--- src/rtl/kpad_pkg.sv ---
package kpad_pkg;
    localparam int KP_ROWS = 4;
    localparam int KP_COLS = 4;
    localparam int KP_KEYS = KP_ROWS * KP_COLS;
    localparam int KP_CHAR_W = 8;

    typedef enum logic [2:0] {
        ST_IDLE,
        ST_BOUNCE,
        ST_LOCATE,
        ST_OFFER,
        ST_RELEASE
    } scan_st_e;
endpackage

--- src/rtl/kpad_sync.sv ---
module kpad_sync #(
    parameter int WIDTH  = 4,
    parameter int STAGES = 2
) (
    input  logic             clk,
    input  logic             rst_n,
    input  logic [WIDTH-1:0] d_in,
    output logic [WIDTH-1:0] d_out
);
    logic [WIDTH-1:0] stage_q [STAGES];

    // Open columns read 1, so the flops reset to 1.
    genvar s;
    generate
        for (s = 0; s < STAGES; s++) begin : g_stage
            always_ff @(posedge clk or negedge rst_n) begin
                if (!rst_n)
                    stage_q[s] <= '1;
                else if (s == 0)
                    stage_q[s] <= d_in;
                else
                    stage_q[s] <= stage_q[(s == 0) ? 0 : s-1];
            end
        end
    endgenerate

    assign d_out = stage_q[STAGES-1];
endmodule

--- src/rtl/kpad_lowfind.sv ---
module kpad_lowfind #(
    parameter int WIDTH = 4,
    localparam int IW   = (WIDTH > 1) ? $clog2(WIDTH) : 1
) (
    input  logic [WIDTH-1:0] lines,
    output logic             any_low,
    output logic [IW-1:0]    low_idx
);
    // Priority to the lowest-numbered line reading 0.
    always_comb begin
        any_low = 1'b0;
        low_idx = '0;
        for (int i = WIDTH - 1; i >= 0; i--) begin
            if (!lines[i]) begin
                any_low = 1'b1;
                low_idx = IW'(i);
            end
        end
    end
endmodule

--- src/rtl/kpad_charmap.sv ---
module kpad_charmap
    import kpad_pkg::*;
(
    input  logic [$clog2(KP_KEYS)-1:0] key_idx,
    output logic [KP_CHAR_W-1:0]       key_code
);
    always_comb begin
        case (key_idx)
            4'd0:    key_code = "1";
            4'd1:    key_code = "2";
            4'd2:    key_code = "3";
            4'd3:    key_code = "A";
            4'd4:    key_code = "4";
            4'd5:    key_code = "5";
            4'd6:    key_code = "6";
            4'd7:    key_code = "B";
            4'd8:    key_code = "7";
            4'd9:    key_code = "8";
            4'd10:   key_code = "9";
            4'd11:   key_code = "C";
            4'd12:   key_code = "*";
            4'd13:   key_code = "0";
            4'd14:   key_code = "#";
            default: key_code = "D";
        endcase
    end
endmodule

--- src/rtl/kpad_scanner.sv ---
module kpad_scanner
    import kpad_pkg::*;
#(
    parameter int DEBOUNCE_CYC = 2_500_000,
    parameter int SETTLE_CYC   = 625,
    parameter int SYNC_STAGES  = 2
) (
    input  logic                 clk,
    input  logic                 rst_n,
    input  logic [KP_COLS-1:0]   col_in,
    output logic [KP_ROWS-1:0]   row_drv,
    output logic                 wake,
    output logic                 key_valid,
    output logic [KP_CHAR_W-1:0] key_char,
    input  logic                 key_ready
);
    // SETTLE_CYC must exceed SYNC_STAGES so the judged sample reflects the new row.
    localparam int CNT_MAX = (DEBOUNCE_CYC > SETTLE_CYC) ? DEBOUNCE_CYC : SETTLE_CYC;
    localparam int CNT_W   = $clog2(CNT_MAX + 1);
    localparam int ROW_W   = $clog2(KP_ROWS);
    localparam int COL_W   = $clog2(KP_COLS);
    localparam int IDX_W   = $clog2(KP_KEYS);

    typedef struct packed {
        scan_st_e             st;
        logic [CNT_W-1:0]     cnt;
        logic [ROW_W-1:0]     row;
        logic [KP_CHAR_W-1:0] chr;
    } scan_regs_t;

    scan_regs_t regs_d, regs_q;

    logic [KP_COLS-1:0]   col_sync;
    logic                 col_any_low;
    logic [COL_W-1:0]     col_idx;
    logic [IDX_W-1:0]     key_idx;
    logic [KP_CHAR_W-1:0] map_code;

    kpad_sync #(.WIDTH(KP_COLS), .STAGES(SYNC_STAGES)) u_sync (
        .clk   (clk),
        .rst_n (rst_n),
        .d_in  (col_in),
        .d_out (col_sync)
    );

    kpad_lowfind #(.WIDTH(KP_COLS)) u_lowfind (
        .lines   (col_sync),
        .any_low (col_any_low),
        .low_idx (col_idx)
    );

    assign key_idx = IDX_W'(regs_q.row) * IDX_W'(KP_COLS) + IDX_W'(col_idx);

    kpad_charmap u_charmap (
        .key_idx  (key_idx),
        .key_code (map_code)
    );

    always_comb begin
        regs_d = regs_q;
        case (regs_q.st)
            ST_IDLE: begin
                if (col_any_low) begin
                    regs_d.st  = ST_BOUNCE;
                    regs_d.cnt = '0;
                end
            end
            ST_BOUNCE: begin
                if (regs_q.cnt == CNT_W'(DEBOUNCE_CYC - 1)) begin
                    regs_d.st  = ST_LOCATE;
                    regs_d.cnt = '0;
                    regs_d.row = '0;
                end else begin
                    regs_d.cnt = regs_q.cnt + 1'b1;
                end
            end
            ST_LOCATE: begin
                if (regs_q.cnt == CNT_W'(SETTLE_CYC - 1)) begin
                    regs_d.cnt = '0;
                    if (col_any_low) begin
                        regs_d.chr = map_code;
                        regs_d.st  = ST_OFFER;
                    end else if (regs_q.row == ROW_W'(KP_ROWS - 1)) begin
                        regs_d.st  = ST_IDLE;
                    end else begin
                        regs_d.row = regs_q.row + 1'b1;
                    end
                end else begin
                    regs_d.cnt = regs_q.cnt + 1'b1;
                end
            end
            ST_OFFER: begin
                if (key_ready)
                    regs_d.st = ST_RELEASE;
            end
            ST_RELEASE: begin
                if (!col_any_low)
                    regs_d.st = ST_IDLE;
            end
            default: regs_d.st = ST_IDLE;
        endcase
    end

    always_ff @(posedge clk or negedge rst_n) begin
        if (!rst_n) begin
            regs_q.st  <= ST_IDLE;
            regs_q.cnt <= '0;
            regs_q.row <= '0;
            regs_q.chr <= '0;
        end else begin
            regs_q <= regs_d;
        end
    end

    always_comb begin
        if (regs_q.st == ST_LOCATE || regs_q.st == ST_OFFER)
            row_drv = ~(KP_ROWS'(1) << regs_q.row);
        else
            row_drv = '0;
    end

    assign wake      = ~&col_in;
    assign key_valid = (regs_q.st == ST_OFFER);
    assign key_char  = regs_q.chr;
endmodule

--- config.mk ---
export PLATFORM = sky130hd
export DESIGN_NAME = kpad_scanner
export DESIGN_NICKNAME = d
export VERILOG_FILES = /design/src/rtl/kpad_pkg.sv /design/src/rtl/kpad_sync.sv /design/src/rtl/kpad_lowfind.sv /design/src/rtl/kpad_charmap.sv /design/src/rtl/kpad_scanner.sv
export SDC_FILE = /design/constraint.sdc
export NUM_CORES = 1
export LEC_CHECK = 0
export ABC_AREA = 1
export ABC_CLOCK_PERIOD_IN_PS = 1850
export BUFFER_PORTS_ARGS = -buffer_cell sky130_fd_sc_hd__buf_4
export CELL_PAD_IN_SITES_DETAIL_PLACEMENT = 1
export CELL_PAD_IN_SITES_GLOBAL_PLACEMENT = 2
export CORE_MARGIN = 2
export CORE_UTILIZATION = 35
export DETAILED_ROUTE_END_ITERATION = 16
export PLACE_DENSITY = 0.81
export SKIP_LAST_GASP = 1
export SYNTH_ARGS = -nofsm -noshare
export SYNTH_HDL_FRONTEND = slang
export SYNTH_SLANG_ARGS = --single-unit
--- constraint.sdc ---
create_clock -name clk -period 1.85 [get_ports clk]
set_input_delay 0.0925 -clock clk [delete_from_list [all_inputs] [get_ports clk]]
set_output_delay 0.0925 -clock clk [all_outputs]
set_load 0.01 [all_outputs]
# Yosys cells after proc, flatten, opt, wreduce, memory -nomap -nowiden
# Memory sizes are Yosys's and may differ from the RTL's.
# Cells that the tools add are included.
[totals] out_inout_bits=14 n_memories=1 elab_cells=63 reg_bits=43 in_bits=7 mem_bits_ro=112
[classes] n_addsub=3 mux=26 shift=1 n_reduce_logical=10 n_eq_ne=15 n_bitwise=1
[mem_list] name="(name not given)" depth=16 word_bits=7 read_ports=1 rd_clocked_by_memory_dff=0 write_ports=0 line_no="kpad_charmap.sv:8" source="case (key_idx)"
[op_table] op="22-bit case mux with 3 select lines" n=1
[op_table] op="22-bit 2-to-1 mux" n=2
[op_table] op="25-bit 2-to-1 mux" n=1
[op_table] op="22-bit by 1-bit adder with 22-bit output, second input constant" n=1
[op_table] op="22-bit by 10-bit equality test with 1-bit output, second input constant" n=1
[op_table] op="22-bit equality test, second input constant" n=1
[op_table] op="3-bit 2-to-1 mux" n=6
[op_table] op="3-bit case mux with 5 select lines" n=1
[op_table] op="2-bit 2-to-1 mux" n=7
[op_table] op="2-bit != test, second input constant" n=6
[op_table] op="10-bit 2-to-1 mux" n=1
[op_table] op="8-bit 2-to-1 mux" n=1
[op_table] op="3-bit by 2-bit equality test with 1-bit output, second input constant" n=2
[op_table] op="6-bit AND reduction" n=1
[op_table] op="5-bit AND reduction" n=1
[op_table] op="4-bit by 2-bit adder with 4-bit output" n=1
[op_table] op="1-bit 2-to-1 mux" n=4
[op_table] op="4-bit 2-to-1 mux" n=1
[op_table] op="4-bit NOT" n=1
[op_table] op="2-bit case mux with 2 select lines" n=1
[op_table] op="4-bit AND reduction" n=1
[op_table] op="1-bit by 2-bit << shifter with 4-bit output, first input constant" n=1
[op_table] op="3-bit by 1-bit equality test with 1-bit output, second input constant" n=1
[op_table] op="3-bit equality test, second input constant" n=1
[op_table] op="other kinds (11)" n=11

# Depth between registers and ports, before layout
# An unclocked memory read counts as a cell.
[depth] word_depth=9 ltp_mapped=12

# By module
# Synthesis repeated with hierarchy kept, for this count alone.
[hier_totals] cells_unflattened=459 area_unflattened_um2=3078.0
[modules_own_cells] mod="kpad_scanner" instances=1 seq_area_each_um2=875.8 cells_per_inst=396 area_each_um2=2576.2
[modules_own_cells] mod="kpad_sync" instances=1 seq_area_each_um2=210.2 cells_per_inst=12 area_each_um2=240.2
[modules_own_cells] mod="kpad_charmap" instances=1 seq_area_each_um2=0.0 cells_per_inst=42 area_each_um2=225.2
[modules_own_cells] mod="kpad_lowfind" instances=1 seq_area_each_um2=0.0 cells_per_inst=9 area_each_um2=36.3

# Worst setup path before layout
# Ideal clock, no wire load.
[synth_timing] path_type="register to register" start="register u_sync.stage_q (netlist bit u_sync.d_out[3])" end="register, netlist name key_char[1]" required_time_ps=1733 setup_slack_ps=173 stages_incl_launch_ff=10 period_less_slack_ps=1677 path_buffers=0 arrival_time_ps=1559 path_cell_list="dfstp_2 > nor2_1 > o21ai_0 > inv_1 > ha_1 > nand2_1 > o21ai_0 > nand2_1 > nand3_1 > nand2_1"
[synth_via] elab_chain_cells=6 elab_cells_between_ends=11
[synth_lines] item="start, declared" line_no="kpad_sync.sv:10" source="logic [WIDTH-1:0] stage_q [STAGES];"
[synth_lines] item="start signal, assigned by index" line_no="kpad_sync.sv:20" source="stage_q[s] <= d_in;"
[synth_lines] item="start signal, assigned by index" line_no="kpad_sync.sv:22" source="stage_q[s] <= stage_q[(s == 0) ? 0 : s-1];"
[synth_lines] item="2-bit 2-to-1 mux (4 in a row)" line_no="kpad_lowfind.sv:14" source="if (!lines[i]) begin"
[synth_lines] item="4-bit by 2-bit adder with 4-bit output" line_no="kpad_scanner.sv:52" source="assign key_idx = IDX_W'(regs_q.row) * IDX_W'(KP_COLS) + IDX_W'(col_idx);"
[synth_lines] item="memory read 16 x 7 bit"
# Several ways; a longest one is shown, not always the timed one.
# A chain may end at the register's enable or synchronous reset.

# Worst setup path after layout
[layout_timing] start="register regs_q[10]" end="register, netlist name key_char[3]"
[layout_via] elab_chain_cells=2
[layout_lines] item="start, declared" line_no="kpad_scanner.sv:31" source="scan_regs_t regs_d, regs_q;"
[layout_lines] item="start signal, assigned" line_no="kpad_scanner.sv:111" source="regs_q <= regs_d;"
[layout_lines] item="22-bit by 10-bit equality test with 1-bit output" line_no="kpad_scanner.sv:78" source="if (regs_q.cnt == CNT_W'(SETTLE_CYC - 1)) begin"
[layout_lines] item="3-bit AND reduction (no source line)"
# Every way passes these cells.

==> impl_metrics.yaml <==
global_route:
  grt_pass1_wl_mm: 13.9
  grt_max_degree: 43
  track_usage_pct: 19.6
  antenna_found_initial: 0
  overflow: 0
  grt_pass1_vias: 2732
synthesis:
  synth_top_family_by_area: "simple AND/OR/NAND/NOR gates"
  synth-simple-area-share_pct: 39.5
  synth_xor_area_share_pct: 3.21
  yosys.area_share.adder_pct: 4.59
  syn-instance-count: 415
  synth.distinct_cells: 34
  synth-seq-cells: 42
  synth.area.mux_share_pct: 0
  synth_area_um2: 3000
  synth_warnings: 0
  synth_compound_area_share_pct: 5.13
  syn_nets: 433
  avgSynthCellArea_um2: 7.23
  ys_seq_area_share_pct: 35.4
cells_and_area:
  areaGrowthSynthToFinish_pct: 17.1
  layout.nets: 470
  antennaDiodeCount: 0
  drive_above_1_share_pct: 23.6
clocking:
  insertion_delay_ns: 0.31
  cts_tree: "yes"
  cts_sinks: 42
  cts_buffer_depth: 2
  h-tree-depth: 2
  clk_pin_slew_ns: 0.10
  cts_buffers: 5
  cts_root_buf: "clkbuf_8"
critical_path:
  critPathKind: "reg -> reg"
  endpoint_kind: "flip-flop"
  crit_slowest_cell: "dfrtp_1"
  critPathBufInv: 3
  worstPathCellList: "inv_2, ha_4, inv_2, nor2_4, nand2_2, nor2_4, nand3_4, nor2_4, inv_4, nand2_1, o21ai_2"
  crit_fanout: 8
  timing.rr.start: "regs_q[10]"
  crit_family: "simple AND/OR/NAND/NOR gates"
  cp-start-kind: "flip-flop"
  crit_path_start: "regs_q[10]"
  cp_data_arrival_time_ns: 1.97
  max_stage_delay_ns: 0.44
  path_common_cell: "nor2_4"
  cp.required_ns: 2.05
sta:
  setup_viol: 0
  timing.fmax_ghz: 0.565
  fin_crit_ns: 1.77
  rsz0062_at_grt: "true"
  tightest_slew_ns: 0.558
  hold-worst-slack_ns: 0.289
  clock_skew_ns: 0.00850
  relSlewSlack_pct: 62.8
  finalCritPeriodShare_pct: 95.7
  slew_violations: 0
  final_hold_viol_count: 0
routing:
  avgRoutedWirePerCell_um: 15.3
  drt_iter0_drc: 74
  wl_mm: 8.52
  antenna_left: 0
  drc: 0
  drtPass1Iterations: 4
  num_vias: 2714
  viasPerCell: 4.86
pwr:
  power.density_nw_per_um2: 903
  p_leak_nw: 1.74
  vdd.ir_drop.worst_uv: 307
  total_power_w: 0.00317
floorplan:
  die_h_um: 96.6
  start_util_pct: 36.3
  dieArea_um2: 9330
  core-area_um2: 8260
  num_io_pins: 21
  fp.dieW_um: 96.6
  num_rows: 33
worst_hold_path:
  hold_path_class: "in -> reg"
  worstHoldStart: "key_ready"
outcome:
  outcome: "finished clean"
placed_design:
  dp_hpwl_mm: 6.49
  place_congestion: 0.820
  io_buffers: 19
run:
  drv_cap: 0
-- worst min-delay path, delay by kind of cell --
family / cells / cell delay (ns)
buffers and inverters: 2 / 0.15
and+or+nand+nor: 5 / 0.33
-- cells by family after synthesis --
kind of cell | Yosys count
XOR/XNOR | 11
AO/OA/AOI/OAI | 26
buffers and inverters | 76
AND/OR/NAND/NOR | 248
flip-flops | 42
adder cells (fa/ha/maj) | 11
other | 1
-- per-layer routing --
metal / global-route usage [%] / vias up / wire, um
met3: 2.64 / 9 / 189
met4: 4.46 / 0 / 126
met1: 23.9 / 1303 / 3680
li1: - / 1366 / -
met2: 36.6 / 36 / 4520
met5: 0 / - / 0
-- registers in the layout, indices dropped and copies added, names as in the netlist --
name and flops:
u_sync.stage_q 4, key_char 7, regs_q 27, u_sync.d_out 4
-- cells in the mapped netlist (all sizes together) --
library cell  instances  area, um2
xor2                 11       96.3
dfstp                 8        210
conb                  1       3.75
buf                  16        133
nand2               115        475
clkinv                2       12.5
dfrtp                34        851
or2                   1       6.26
nor3b                 1       7.51
inv                  58        218
ha                   11        138
a21boi                1       7.51
nand3                44        263
nor2                 71        338
nand4                12       75.1
o221ai                1       8.76
o211ai                4       30.0
nor3                  4       20.0
o21ai                19        103
a21oi                 1       5.00
-- through the flow --
step / cells / setup TNS, ns / area [um2] / setup WS (ns) / util, %
6_report: 558 / 0 / 3510 / 0.0797 / 42.5
5_1_grt: 558 / -0.106 / 3510 / -0.0248 / 42.5
4_1_cts: 550 / 0 / 3390 / 0.00647 / 41.0
3_5_place_dp: 536 / 0 / 3240 / 0.0327 / 39.2
3_3_place_gp: 536 / 0 / 3240 / 0.102 / 39.2
2_1_floorplan: 415 / 0 / 3000 / 0.173 / -
-- cells in the final DEF (no fill, tap or decap), types with 10 or more instances in the layout --
cell	n
nand3_1	38
nor2_2	10
buf_4	39
dfrtp_1	34
nand4_1	12
nor2_1	55
o21ai_0	14
inv_1	46
nand2_1	106
inv_2	11
xor2_1	11
-- power breakdown --
group | internal (W) | switching [W]
clock network | 0.000271 | 0.000382
logic | 0.000510 | 0.000947
registers | 0.000989 | 0.0000728
-- worst paths after layout --
path / cells after the start / to / slack, ns
setup / recovery: 11 / key_char[3] / 0.08
hold / removal: 7 / regs_q[32] / 0.29
setup reg to reg: 11 / key_char[3] / 0.08
hold reg to reg: 0 / u_sync.d_out[3] / 0.36
max in group asynchronous: 2 / u_sync.stage_q[4] / 1.15
min in group asynchronous: 2 / regs_q[33] / 0.31
-- final cells by class --
class	count	area (um2)
Clock buffer	5	68.8
Clock inverter	3	23.8
Fill cell	1067	4750
Inverter	60	233
Multi-Input combinational cell	297	1620
Sequential cell	42	1060
Tap cell	105	131
Timing Repair Buffer	46	374
-- timing repair --
| item | in CTS | in global routing |
|---|---|---|
| pin swaps | 1 | 14 |
| resized for setup | 0 | 19 |
| setup endpoints to repair | 4 | 23 |
| hold endpoints to repair | 38 | 0 |
| hold buffers | 5 | 0 |
| buffers inserted | 1 | 8 |
Note: power is estimated with default switching activity, not from simulation.
